`src/rtl/simsamp_pkg.sv`:
```
package simsamp_pkg;
  localparam int NPAIR = 3;
  localparam int NCH   = 2 * NPAIR;
  localparam int AW    = 3;
endpackage

```
`src/rtl/start_edge.sv`:
```
module start_edge #(
  parameter int W = 3
) (
  input  logic         clk,
  input  logic         rst,
  input  logic [W-1:0] async_i,
  output logic [W-1:0] rise_o
);
  for (genvar g = 0; g < W; g++) begin : g_lane
    logic s1, s2, s3;
    always_ff @(posedge clk) begin
      if (rst) begin
        s1 <= 1'b0;
        s2 <= 1'b0;
        s3 <= 1'b0;
      end else begin
        s1 <= async_i[g];
        s2 <= s1;
        s3 <= s2;
      end
    end
    assign rise_o[g] = s2 & ~s3;
  end
endmodule

```
`src/rtl/conv_timer.sv`:
```
module conv_timer #(
  parameter int CYC = 375
) (
  input  logic clk,
  input  logic rst,
  input  logic load_i,
  output logic done_o
);
  localparam int CW = (CYC > 1) ? $clog2(CYC) : 1;
  localparam logic [CW-1:0] LAST = CW'(CYC - 1);

  logic          run_q;
  logic [CW-1:0] cnt_q;

  always_ff @(posedge clk) begin
    if (rst) begin
      run_q <= 1'b0;
      cnt_q <= '0;
    end else if (load_i) begin
      run_q <= 1'b1;
      cnt_q <= LAST;
    end else if (run_q) begin
      if (cnt_q == '0) run_q <= 1'b0;
      else             cnt_q <= cnt_q - 1'b1;
    end
  end

  assign done_o = run_q && (cnt_q == '0);

  assert_cnt_range_R3: assert property (@(posedge clk) disable iff (rst)
    run_q |-> (cnt_q <= LAST));
  assert_no_reload_R5: assert property (@(posedge clk) disable iff (rst)
    load_i |-> !run_q);
endmodule

```
`src/rtl/result_bank.sv`:
```
module result_bank
  import simsamp_pkg::*;
#(
  parameter int DW = 16
) (
  input  logic              clk,
  input  logic              rst,
  input  logic              wr_en_i,
  input  logic [NPAIR-1:0]  pair_mask_i,
  input  logic              wr_rng_i,
  input  logic [NCH*DW-1:0] data_i,
  input  logic [AW-1:0]     rd_addr_i,
  output logic [DW-1:0]     rd_data_o,
  output logic              rd_rng_o
);
  logic [DW-1:0] mem [NCH];
  logic          rng [NCH];

  for (genvar c = 0; c < NCH; c++) begin : g_ent
    always_ff @(posedge clk) begin
      if (rst) begin
        mem[c] <= '0;
        rng[c] <= 1'b0;
      end else if (wr_en_i && pair_mask_i[c/2]) begin
        mem[c] <= data_i[c*DW +: DW];
        rng[c] <= wr_rng_i;
      end
    end
  end

  always_ff @(posedge clk) begin
    if (rst) begin
      rd_data_o <= '0;
      rd_rng_o  <= 1'b0;
    end else if (int'(rd_addr_i) < NCH) begin
      rd_data_o <= mem[rd_addr_i];
      rd_rng_o  <= rng[rd_addr_i];
    end else begin
      rd_data_o <= '0;
      rd_rng_o  <= 1'b0;
    end
  end
endmodule

```
`src/rtl/simsamp_seq.sv`:
```
module simsamp_seq
  import simsamp_pkg::*;
#(
  parameter int DW      = 16,
  parameter int CLK_HZ  = 125_000_000,
  parameter int CONV_NS = 3000
) (
  input  logic              clk,
  input  logic              rst,
  input  logic [2:0]        start_i,
  input  logic              range_pin_i,
  input  logic              range_src_i,
  input  logic              cfg_wr_i,
  input  logic              cfg_range_i,
  input  logic [6*DW-1:0]   conv_data_i,
  input  logic [2:0]        rd_addr_i,
  output logic              busy_o,
  output logic [2:0]        hold_o,
  output logic [2:0]        last_pairs_o,
  output logic              last_range_o,
  output logic [DW-1:0]     rd_data_o,
  output logic              rd_range_o
);
  localparam int CONV_CYC = (CLK_HZ / 1000) * CONV_NS / 1000000;

  logic [NPAIR-1:0] rise;
  logic             go, done;
  logic             cfg_rng_q, conv_rng_q, eff_rng;

  start_edge #(.W(NPAIR)) u_edge (
    .clk(clk), .rst(rst), .async_i(start_i), .rise_o(rise)
  );

  assign go      = !busy_o && (|rise);
  assign eff_rng = range_src_i ? cfg_rng_q : range_pin_i;

  conv_timer #(.CYC(CONV_CYC)) u_timer (
    .clk(clk), .rst(rst), .load_i(go), .done_o(done)
  );

  always_ff @(posedge clk) begin
    if (rst) begin
      cfg_rng_q    <= 1'b0;
      conv_rng_q   <= 1'b0;
      busy_o       <= 1'b0;
      hold_o       <= '0;
      last_pairs_o <= '0;
      last_range_o <= 1'b0;
    end else begin
      if (cfg_wr_i) cfg_rng_q <= cfg_range_i;
      if (go) begin
        busy_o     <= 1'b1;
        hold_o     <= rise;
        conv_rng_q <= eff_rng;
      end else if (done) begin
        busy_o       <= 1'b0;
        hold_o       <= '0;
        last_pairs_o <= hold_o;
        last_range_o <= conv_rng_q;
      end
    end
  end

  result_bank #(.DW(DW)) u_bank (
    .clk(clk), .rst(rst), .wr_en_i(done), .pair_mask_i(hold_o),
    .wr_rng_i(conv_rng_q), .data_i(conv_data_i), .rd_addr_i(rd_addr_i),
    .rd_data_o(rd_data_o), .rd_rng_o(rd_range_o)
  );

  assert_busy_hold_R2: assert property (@(posedge clk) disable iff (rst)
    busy_o |-> (hold_o != '0));
  assert_hold_steady_R5: assert property (@(posedge clk) disable iff (rst)
    (busy_o && $past(busy_o)) |-> $stable(hold_o));
  assert_release_R6: assert property (@(posedge clk) disable iff (rst)
    $fell(busy_o) |-> (hold_o == '0));
  assert_mask_report_R4: assert property (@(posedge clk) disable iff (rst)
    $fell(busy_o) |-> (last_pairs_o == $past(hold_o)));
endmodule

```
`config.mk`:
```
export PLATFORM = sky130hd
export DESIGN_NAME = simsamp_seq
export DESIGN_NICKNAME = d
export VERILOG_FILES = /design/src/rtl/simsamp_pkg.sv /design/src/rtl/start_edge.sv /design/src/rtl/conv_timer.sv /design/src/rtl/result_bank.sv /design/src/rtl/simsamp_seq.sv
export SDC_FILE = /design/constraint.sdc
export NUM_CORES = 1
export LEC_CHECK = 0
export BUFFER_PORTS_ARGS = -buffer_cell sky130_fd_sc_hd__buf_2
export CAP_MARGIN = 20
export CELL_PAD_IN_SITES_DETAIL_PLACEMENT = 1
export CELL_PAD_IN_SITES_GLOBAL_PLACEMENT = 1
export CORE_UTILIZATION = 47
export DETAILED_ROUTE_END_ITERATION = 10
export GPL_TIMING_DRIVEN = 0
export PLACE_DENSITY_LB_ADDON = 0.1
export SLEW_MARGIN = 20
export SYNTH_ARGS = -nofsm -noshare
export SYNTH_HDL_FRONTEND = slang
export SYNTH_SLANG_ARGS = --single-unit
```
`constraint.sdc`:
```
create_clock -name clk -period 5.8 [get_ports clk]
set_input_delay 0.58 -clock clk [delete_from_list [all_inputs] [get_ports clk]]
set_output_delay 0.58 -clock clk [all_outputs]
set_load 0.02 [all_outputs]
```
==> out/results.txt, run 1 <==
Met2 Use GR: 46.67%
Post-CTS Setup Inserts: 0
First-pass GRT wire length: 24.85 mm
Yosys cell types: 42
CORE AREA: 12670 um2
Via Count: 4359
YS warnings: 0
Data arrival, critical path: 2.71 ns
Async S/R FF share, synth: 0%
Final instance area: 7595 um2
Max-cap viol count: 0
Static leakage: 3.360 nW
DRC Markers: 0
Hold WC Path Type: input pin to register
CTS clk-pin slew, worst paths: 0.06 ns
NumNets Final: 700
IO Pins: 133
GRT Util Overall: 25.95%
Clock sink count: 146
Final Setup Violations: 0
Final cell count without fillers: 775
Grt total ovfl: 0
VDD IR max: 0.2087 mV
Req. time, crit path: 5.84 ns
Die width: 116.2 um
CP Launch Type: register
CTS Hold Bufs: 0
CTS buffer count: 17
Final GP Congestion: 0.8445
Worst-Margin Slew: 0.8854 ns
Commonest non-fill, non-tap cells in the layout: buf_2, edfxtp_1, and3_2
Synth Net Count: 553
Synthesized flop and latch total: 146
Final WL: 16.78 mm
HPWL after DPL: 11.28 mm
Post-route ant nets: 0
Setup Skew: 0.006584 ns
Min Tclk post-route: 2.664 ns
Max Freq: 375.3 MHz
PwrDens: 336.0 nW/um2
N_diodes: 0
Die height: 116.2 um
H-tree lvl count: 4
GRT busiest layer: met2
Initial drt markers: 336
Area of placed instances: 6989 um2
Syn Std Cell Area: 6130 um2
Slew Limit Headroom: 40.14%
Met3 usage: 5.345%
Post-synth EDFFs: 100
Count of input and output buffers: 128
Post-CTS sizing: 0
CTS tree: built
Routed length per instance: 21.65 um
CP Class: register to register
Clk Latency, worst-skew pair: 0.42 ns
Pwr Total: 0.002552 W
Initial antenna violation count: 1
Tcrit/Tclk final: 45.94%
Vias per cell: 5.625
Post-synth top flop: edfxtp_1
Inst Count DP: 743
Largest net degree at the start of global routing: 35
Met1 Track Usage GR: 29.83%
Fin util: 59.94%
Drt first pass iters: 5
Die area: 13500 um2
CTS Buffer Depth: 2
Layout cells sized above 1: 43.28%
Starting Density: 48.38%
Final Max Slew Viols: 0
Max FO, Critical Path: 33
Hold Fails Final Rpt: 0
Vias in the first global route: 4553
Synthesized instance count: 443
Synth Area per Inst: 13.84 um2
RSZ-0062 raised after global routing: false
Commonest non-fill, non-tap cell in the layout: buf_2
Root buf cell: clkbuf_16
Area growth syn-to-layout: 23.90%
Run status: complete, no violations
Num rows: 41
Post-synthesis sequential area ratio: 64.01%
TNS Setup: 0 ns
CP Capture Type: register
sequential cells by signal, indices dropped and copies added, names as in the netlist:
name and flops:
u_edge.g_lane.s1 3, u_edge.g_lane.s3 3, cfg_rng_q 1, u_bank.mem 96, hold_o 3, u_edge.g_lane.s2 3, last_range_o 1, u_timer.cnt_q 9
u_bank.rng 4, conv_rng_q 1, busy_o 1, u_timer.run_q 1, last_pairs_o 3, u_bank.rd_rng_o 1, u_bank.rd_data_o 16
layout make-up:
| cell class | count | area (um2) |
|---|---|---|
| buffer | 39 | 172.7 |
| clock buffer | 22 | 486.7 |
| clock inverter | 10 | 118.9 |
| fill | 1331 | 5076 |
| inverter | 2 | 7.507 |
| multi-input combinational | 256 | 2029 |
| sequential | 146 | 3924 |
| tap | 172 | 215.2 |
| timing repair buffer | 128 | 640.6 |
logic make-up (layout without fill, tap and decap cells):
logic type	after synthesis	in the layout	share of synthesized area [%]
AO/OA/AOI/OAI	51	51	5.491
XOR/XNOR	2	2	0.2858
adder cells (fa/ha/maj)	2	2	0.4082
buffers and inverters	41	201	2.939
flip-flops	146	146	64.01
multiplexers	35	35	8.981
AND/OR/NAND/NOR	166	166	17.88
where the power goes:
group / internal [W] / switching, W / total [W]
Combinational: 0.0000960 / 0.000141 / 0.000237
Clock: 0.000688 / 0.000437 / 0.00113
Sequential: 0.00116 / 0.0000302 / 0.00119
synth_stat cells, types with 2 or more instances:
cell type  instances  area (um2)
and3_2            55       412.9
nor2_1            19       71.32
mux4_2            16       360.4
dfxtp_1           46       920.9
or3_1              3       18.77
edfxtp_1         100        3003
or4_2              2       17.52
a211oi_1          21       157.7
a21oi_1           14       70.07
a31oi_1            4       25.02
or3b_2             3       26.28
nor2b_1           10       62.56
inv_1              2       7.510
xnor2_1            2       17.52
and3_1            46       287.8
buf_1              3       11.26
mux2i_1           19       190.2
buf_2              5       25.02
o21ai_0            5       25.02
nand2_1            4       15.01
nand3_1            9       45.04
nor3_1             3       15.01
a21o_1             4       30.03
clkbuf_2          10       50.05
clkbuf_1          20       75.07
ha_1               2       25.02
through the flow:
stage / hold slack (ns) / setup slack (ns)
floorplan: 0.4138 / 3.373
global placement: 0.4239 / 2.812
detailed placement: 0.4340 / 3.178
CTS: 0.3500 / 3.144
global route: 0.3645 / 2.990
finish: 0.3656 / 3.136
worst paths after layout:
| kind | start | depth (start not counted) | endpoint | slack (ns) |
|---|---|---|---|---|
| hold reg to reg | u_edge.g_lane[0].s1 | 1 | u_edge.g_lane[0].s2 | 0.44 |
| setup / recovery | u_timer.cnt_q[4] | 4 | u_bank.mem[0][4] | 3.14 |
| hold / removal | start_i[2] | 2 | u_edge.g_lane[2].s1 | 0.37 |
| setup reg to reg | u_timer.cnt_q[4] | 4 | u_bank.mem[0][4] | 3.14 |
routing by layer:
layer / vias up / wire length (um)
li1: 2004 / -
met1: 2189 / 6417
met2: 132 / 8998
met3: 32 / 919
met4: 2 / 430
met5: - / 13
worst max-delay path: stages (launching register included):
cell and delay (ns):
dfxtp_1 0.38, nor4_4 0.55, and4_2 0.31, clkbuf_1 0.27, a21o_2 0.75
(Power assumes the default switching activity.)
==> run 2: changes to the inputs <==
--- a/config.mk
+++ b/config.mk
@@ -9,7 +9,7 @@
 export CAP_MARGIN = 20
 export CELL_PAD_IN_SITES_DETAIL_PLACEMENT = 1
 export CELL_PAD_IN_SITES_GLOBAL_PLACEMENT = 1
-export CORE_UTILIZATION = 47
+export CORE_UTILIZATION = 44
 export DETAILED_ROUTE_END_ITERATION = 10
 export GPL_TIMING_DRIVEN = 0
 export PLACE_DENSITY_LB_ADDON = 0.1
==> constraint.sdc (replaced) <==
create_clock -name clk -period 2.65 [get_ports clk]
set_input_delay 0.265 -clock clk [delete_from_list [all_inputs] [get_ports clk]]
set_output_delay 0.265 -clock clk [all_outputs]
set_load 0.02 [all_outputs]
==> out/results.txt, run 2 (synthesis gave the netlist of run 1 again) <==
PwrDens: 722.9 nW/um2 (+120%)
RSZ-0062 raised after global routing: true
CTS Hold Bufs: 0 (unchanged)
Routed length per instance: 21.10 um (-2.6%)
Tcrit/Tclk final: 98.39% (+52 points)
Root buf cell: clkbuf_16
Max FO, Critical Path: 33 (unchanged)
Layout cells sized above 1: 42.79% (-0.50 points)
Via Count: 4291 (-1.6%)
VDD IR max: 0.3890 mV (+86%)
Final Max Slew Viols: 0 (unchanged)
Vias per cell: 5.501 (-2.2%)
Final GP Congestion: 0.8049 (-4.7%)
Static leakage: 3.333 nW (-0.80%)
Commonest non-fill, non-tap cell in the layout: buf_2
CTS tree: built
Num rows: 42 (+2.4%)
IO Pins: 133 (unchanged)
CTS clk-pin slew, worst paths: 0.06 ns (about the same)
Data arrival, critical path: 2.65 ns (-0.06 ns)
H-tree lvl count: 4 (unchanged)
Max reg flops: 96 (unchanged)
GRT Util Overall: 23.98% (-2.0 points)
Worst path slowest cell: a21o_2
Die width: 120.0 um (+3.3%)
Final instance area: 7579 um2 (-0.21%)
Area growth syn-to-layout: 23.64%
CP Class: register to register
Clk Latency, worst-skew pair: 0.42 ns (about the same)
CP Launch Type: register
CTS Buffer Depth: 2 (unchanged)
Initial antenna violation count: 0 (-1)
Vias in the first global route: 4614 (+1.3%)
Die height: 120.0 um (+3.3%)
CP max stage delay: 0.73 ns (-0.02 ns)
DRC Markers: 0 (unchanged)
Min Tclk post-route: 2.607 ns (-0.05715 ns)
Post-CTS Setup Inserts: 0 (unchanged)
Count of input and output buffers: 128 (unchanged)
NumNets Final: 700 (unchanged)
Clock sink count: 146 (unchanged)
Largest net degree at the start of global routing: 35 (unchanged)
Max Freq: 383.5 MHz (+2.2%)
Final Setup Violations: 0 (unchanged)
Fin util: 56.55% (-3.4 points)
CTS buffer count: 17 (unchanged)
Post-route ant nets: 0 (unchanged)
Crit-path cells: nor4_4 > and4_2 > clkbuf_1 > a21o_2
Drt first pass iters: 4 (-1)
Biggest register: u_bank.mem
Commonest non-fill, non-tap cells in the layout: buf_2, edfxtp_1, and3_2
Area of placed instances: 6994 um2 (about the same)
Run status: complete, no violations
HPWL after DPL: 11.68 mm (+3.5%)
Initial drt markers: 306 (-8.9%)
CORE AREA: 13400 um2 (+5.8%)
Starting Density: 45.74% (-2.6 points)
Hold WC Path Type: input pin to register
Max-cap viol count: 0 (unchanged)
Setup Skew: 0.009286 ns (+0.002702 ns)
Hold Fails Final Rpt: 0 (unchanged)
Top flop regs: u_bank.mem (96), u_bank.rd_data_o (16), u_timer.cnt_q (9)
CP Capture Type: register
Req. time, crit path: 2.70 ns (-3.14 ns)
Final WL: 16.46 mm (-1.9%)
Die area: 14410 um2 (+6.7%)
Grt total ovfl: 0 (unchanged)
Post-CTS sizing: 0 (unchanged)
Slew Limit Headroom: 41.32% (+1.2 points)
Worst-Margin Slew: 0.8680 ns (-0.01740 ns)
First-pass GRT wire length: 25.02 mm (+0.67%)
run 2: layout make-up:
cell class / count / area, um2
tap: 176 / 220.2
inverter: 2 / 7.507
antenna: 1 / 2.502
clock inverter: 13 / 142.6
timing repair buffer: 128 / 640.6
sequential: 146 / 3924
buffer: 39 / 172.7
multi-input combinational: 256 / 2036
clock buffer: 19 / 432.9
fill: 1391 / 5822
run 2: power by group:
| part | internal, W | switching (W) | leakage [nW] | total [W] |
|---|---|---|---|---|
| Combinational | 0.000210 | 0.000306 | 1.65 | 0.000516 |
| Sequential | 0.00254 | 0.0000621 | 1.41 | 0.00260 |
| Clock | 0.00146 | 0.000904 | 0.273 | 0.00236 |
run 2: worst max-delay path, delay by kind of cell (launching register included):
kind                   cells  cell delay [ns]
AND/OR/NAND/NOR            2             0.84
buffers and inverters      1             0.29
flip-flops                 1             0.37
AO/OA/AOI/OAI              1             0.73
run 2: stage by stage:
| step | instances | setup TNS, ns | total power (W) | setup slack, ns | hold WS [ns] |
|---|---|---|---|---|---|
| 2_1_floorplan | 443 | 0 | 0.002936 | 0.2234 | 0.3932 |
| 3_3_place_gp | 747 | -29.31 | 0.003145 | -0.3611 | 0.4189 |
| 3_5_place_dp | 747 | 0 | 0.003164 | 0.04692 | 0.4262 |
| 4_1_cts | 779 | 0 | 0.005508 | 0.02668 | 0.05440 |
| 5_1_grt | 779 | -9.002 | 0.005644 | -0.1452 | 0.06276 |
| 6_report | 780 | 0 | 0.005478 | 0.04269 | 0.06170 |
run 2: final timing paths:
| path | start | slack (ns) | cells past startpoint | end |
|---|---|---|---|---|
| worst min register to register | u_edge.g_lane[1].s1 | 0.44 | 1 | u_edge.g_lane[1].s2 |
| worst max register to register | u_timer.cnt_q[4] | 0.04 | 4 | u_bank.mem[2][7] |
| worst max-delay path | u_timer.cnt_q[4] | 0.04 | 4 | u_bank.mem[2][7] |
| worst min-delay path | start_i[0] | 0.06 | 2 | u_edge.g_lane[0].s1 |
run 2: metal layers:
layer  GRT usage (%)  vias up  wire (um)
met5               0        -          0
met4           8.828        0        250
met3           4.515       19        809
met2           42.71      118       8861
met1           28.66     2156       6534
li1                -     1998          -
==> run 3: changes to the inputs <==
--- a/config.mk
+++ b/config.mk
@@ -5,14 +5,16 @@
 export SDC_FILE = /design/constraint.sdc
 export NUM_CORES = 1
 export LEC_CHECK = 0
-export BUFFER_PORTS_ARGS = -buffer_cell sky130_fd_sc_hd__buf_2
 export CAP_MARGIN = 20
 export CELL_PAD_IN_SITES_DETAIL_PLACEMENT = 1
 export CELL_PAD_IN_SITES_GLOBAL_PLACEMENT = 1
-export CORE_UTILIZATION = 44
+export CORE_MARGIN = 2
+export CORE_UTILIZATION = 51
 export DETAILED_ROUTE_END_ITERATION = 10
+export DONT_BUFFER_PORTS = 1
 export GPL_TIMING_DRIVEN = 0
 export PLACE_DENSITY_LB_ADDON = 0.1
+export REMOVE_ABC_BUFFERS = 1
 export SLEW_MARGIN = 20
 export SYNTH_ARGS = -nofsm -noshare
 export SYNTH_HDL_FRONTEND = slang
==> out/results.txt, run 3 (synthesis gave the netlist of run 1 again) <==
Initial drt markers: 253 (-17%)
Grt total ovfl: 0 (unchanged)
CP max stage delay: 0.71 ns (-0.02 ns)
Biggest register: u_bank.mem
Hold Fails Final Rpt: 0 (unchanged)
Slew Limit Headroom: 42.23% (+0.91 points)
Layout cells sized above 1: 28.57% (-14 points)
Post-route ant nets: 0 (unchanged)
Final GP Congestion: 0.7727 (-4.0%)
Root buf cell: clkbuf_16
Crit path max-delay family: simple AND/OR/NAND/NOR gates
Pre-CTS setup slack: 0.1764 ns (+0.1294 ns)
Worst path slowest cell: a21o_2
Max Freq: 410.2 MHz (+6.9%)
Fin worst setup slack: 0.2120 ns (+0.1693 ns)
Max FO, Critical Path: 33 (unchanged)
Req. time, crit path: 2.70 ns (about the same)
Final cell count without fillers: 598 (-23%)
Inst Count DP: 555 (-26%)
RSZ-0062 raised after global routing: false
Max-cap viol count: 0 (unchanged)
Max reg flops: 96 (unchanged)
Final Setup Violations: 0 (unchanged)
NumNets Final: 545 (-22%)
CTS tree: built
CP Buf/Inv Count: 0 (-1)
IO Pins: 133 (unchanged)
Die height: 113.6 um (-5.3%)
Hold WC Path Type: input pin to register
Clock sink count: 146 (unchanged)
Die width: 113.6 um (-5.3%)
CP Capture Type: register
HPWL after DPL: 8.397 mm (-28%)
Num rows: 40 (-4.8%)
Top flop regs: u_bank.mem (96), u_bank.rd_data_o (16), u_timer.cnt_q (9)
Run status: complete, no violations
Vias in the first global route: 3773 (-18%)
Routed length per instance: 23.19 um (+9.9%)
CTS clk-pin slew, worst paths: 0.06 ns (about the same)
First-pass GRT wire length: 21.22 mm (-15%)
Data arrival, critical path: 2.48 ns (-0.17 ns)
Count of input and output buffers: 0 (-100%)
Min Tclk post-route: 2.438 ns (-0.1693 ns)
Final Max Slew Viols: 0 (unchanged)
Via Count: 3648 (-15%)
Tcrit/Tclk final: 92.00% (-6.4 points)
Clk Latency, worst-skew pair: 0.42 ns (about the same)
CTS buffer count: 17 (unchanged)
Vias per cell: 6.100 (+11%)
Met2 Use GR: 35.73% (-7.0 points)
VDD IR max: 0.4849 mV (+25%)
CTS Buffer Depth: 2 (unchanged)
CP Launch Type: register
CORE AREA: 11860 um2 (-11%)
CP Class: register to register
PwrDens: 801.2 nW/um2 (+11%)
Met3 usage: 5.367% (+0.85 points)
Commonest non-fill, non-tap cell in the layout: edfxtp_1
Setup Skew: 0.005258 ns (-0.004029 ns)
Area growth syn-to-layout: 12.80%
GRT busiest layer: met2
Static leakage: 2.803 nW (-16%)
GRT Util Overall: 22.30% (-1.7 points)
Crit-path cells: nor4_4 > and4_2 > a21o_2
Met1 Track Usage GR: 29.24% (+0.58 points)
Starting Density: 51.68% (+5.9 points)
Worst-Margin Slew: 0.8637 ns (-0.004239 ns)
DRC Markers: 0 (unchanged)
Die area: 12910 um2 (-10%)
Commonest non-fill, non-tap cells in the layout: edfxtp_1, and3_2, and3_1
Drt first pass iters: 4 (unchanged)
H-tree lvl count: 4 (unchanged)
Final WL: 13.87 mm (-16%)
Initial antenna violation count: 1 (+1)
Largest net degree at the start of global routing: 39 (+11%)
-- run 3: cell types whose count changed in the layout (fill, tap and decap cells not counted), moves of 4 or more --
cell and change:
buf_2 -132, clkbuf_1 -22, dlygate4sd3_1 +6, clkbuf_8 +4
clkbuf_2 -10
-- run 3: final cells by class --
| type | instances | area, um2 |
|---|---|---|
| antenna | 3 | 7.507 |
| clock buffer | 21 | 480.5 |
| clock inverter | 11 | 156.4 |
| fill | 1120 | 4947 |
| inverter | 2 | 7.507 |
| multi-input combinational | 256 | 2029 |
| sequential | 146 | 3928 |
| tap | 147 | 183.9 |
| timing repair buffer | 12 | 121.4 |
-- run 3: per-layer routing --
layer | vias up | share of wire (%)
met5 | - | 0
met4 | 0 | 1.8
met3 | 22 | 4.6
met2 | 105 | 50
met1 | 1840 | 44
li1 | 1681 | -
-- run 3: final timing paths --
path / startpoint / endpoint / slack, ns / depth (start not counted)
worst max-delay path: u_timer.cnt_q[4] / u_bank.mem[2][2] / 0.21 / 3
worst min-delay path: rd_addr_i[2] / u_bank.rd_data_o[12] / 0.04 / 2
worst max register to register: u_timer.cnt_q[4] / u_bank.mem[2][2] / 0.21 / 3
worst min register to register: u_edge.g_lane[0].s1 / u_edge.g_lane[0].s2 / 0.44 / 1
-- run 3: report_power, final --
| group | total [W] | switching (W) | internal, W |
|---|---|---|---|
| Sequential | 0.00264 | 0.000104 | 0.00254 |
| Clock | 0.00257 | 0.000903 | 0.00166 |
| Combinational | 0.000332 | 0.000189 | 0.000142 |
| Total | 0.00554 | 0.00120 | 0.00434 |
-- run 3: what timing repair did --
| action | in CTS | in global routing |
|---|---|---|
| resized for setup | 0 | 0 |
| setup endpoints to repair | 0 | 14 |
| endpoints found under the hold margin | 46 | 0 |
| buffers inserted | 0 | 1 |
| hold buffers | 7 | 0 |
-- run 3: through the flow --
| stage | setup TNS, ns | area [um2] | power, W | util (%) | hold WS, ns |
|---|---|---|---|---|---|
| floorplan | -0.6420 | 5957 | 0.002893 | - | 0.3341 |
| global placement | -115.85 | 6141 | 0.002976 | 51.77 | 0.3390 |
| detailed placement | 0 | 6197 | 0.002999 | 52.25 | 0.3334 |
| CTS | 0 | 6904 | 0.005574 | 58.21 | 0.01398 |
| global route | 0 | 6909 | 0.005707 | 58.25 | 0.01806 |
| finish | 0 | 6914 | 0.005539 | 58.29 | 0.03533 |
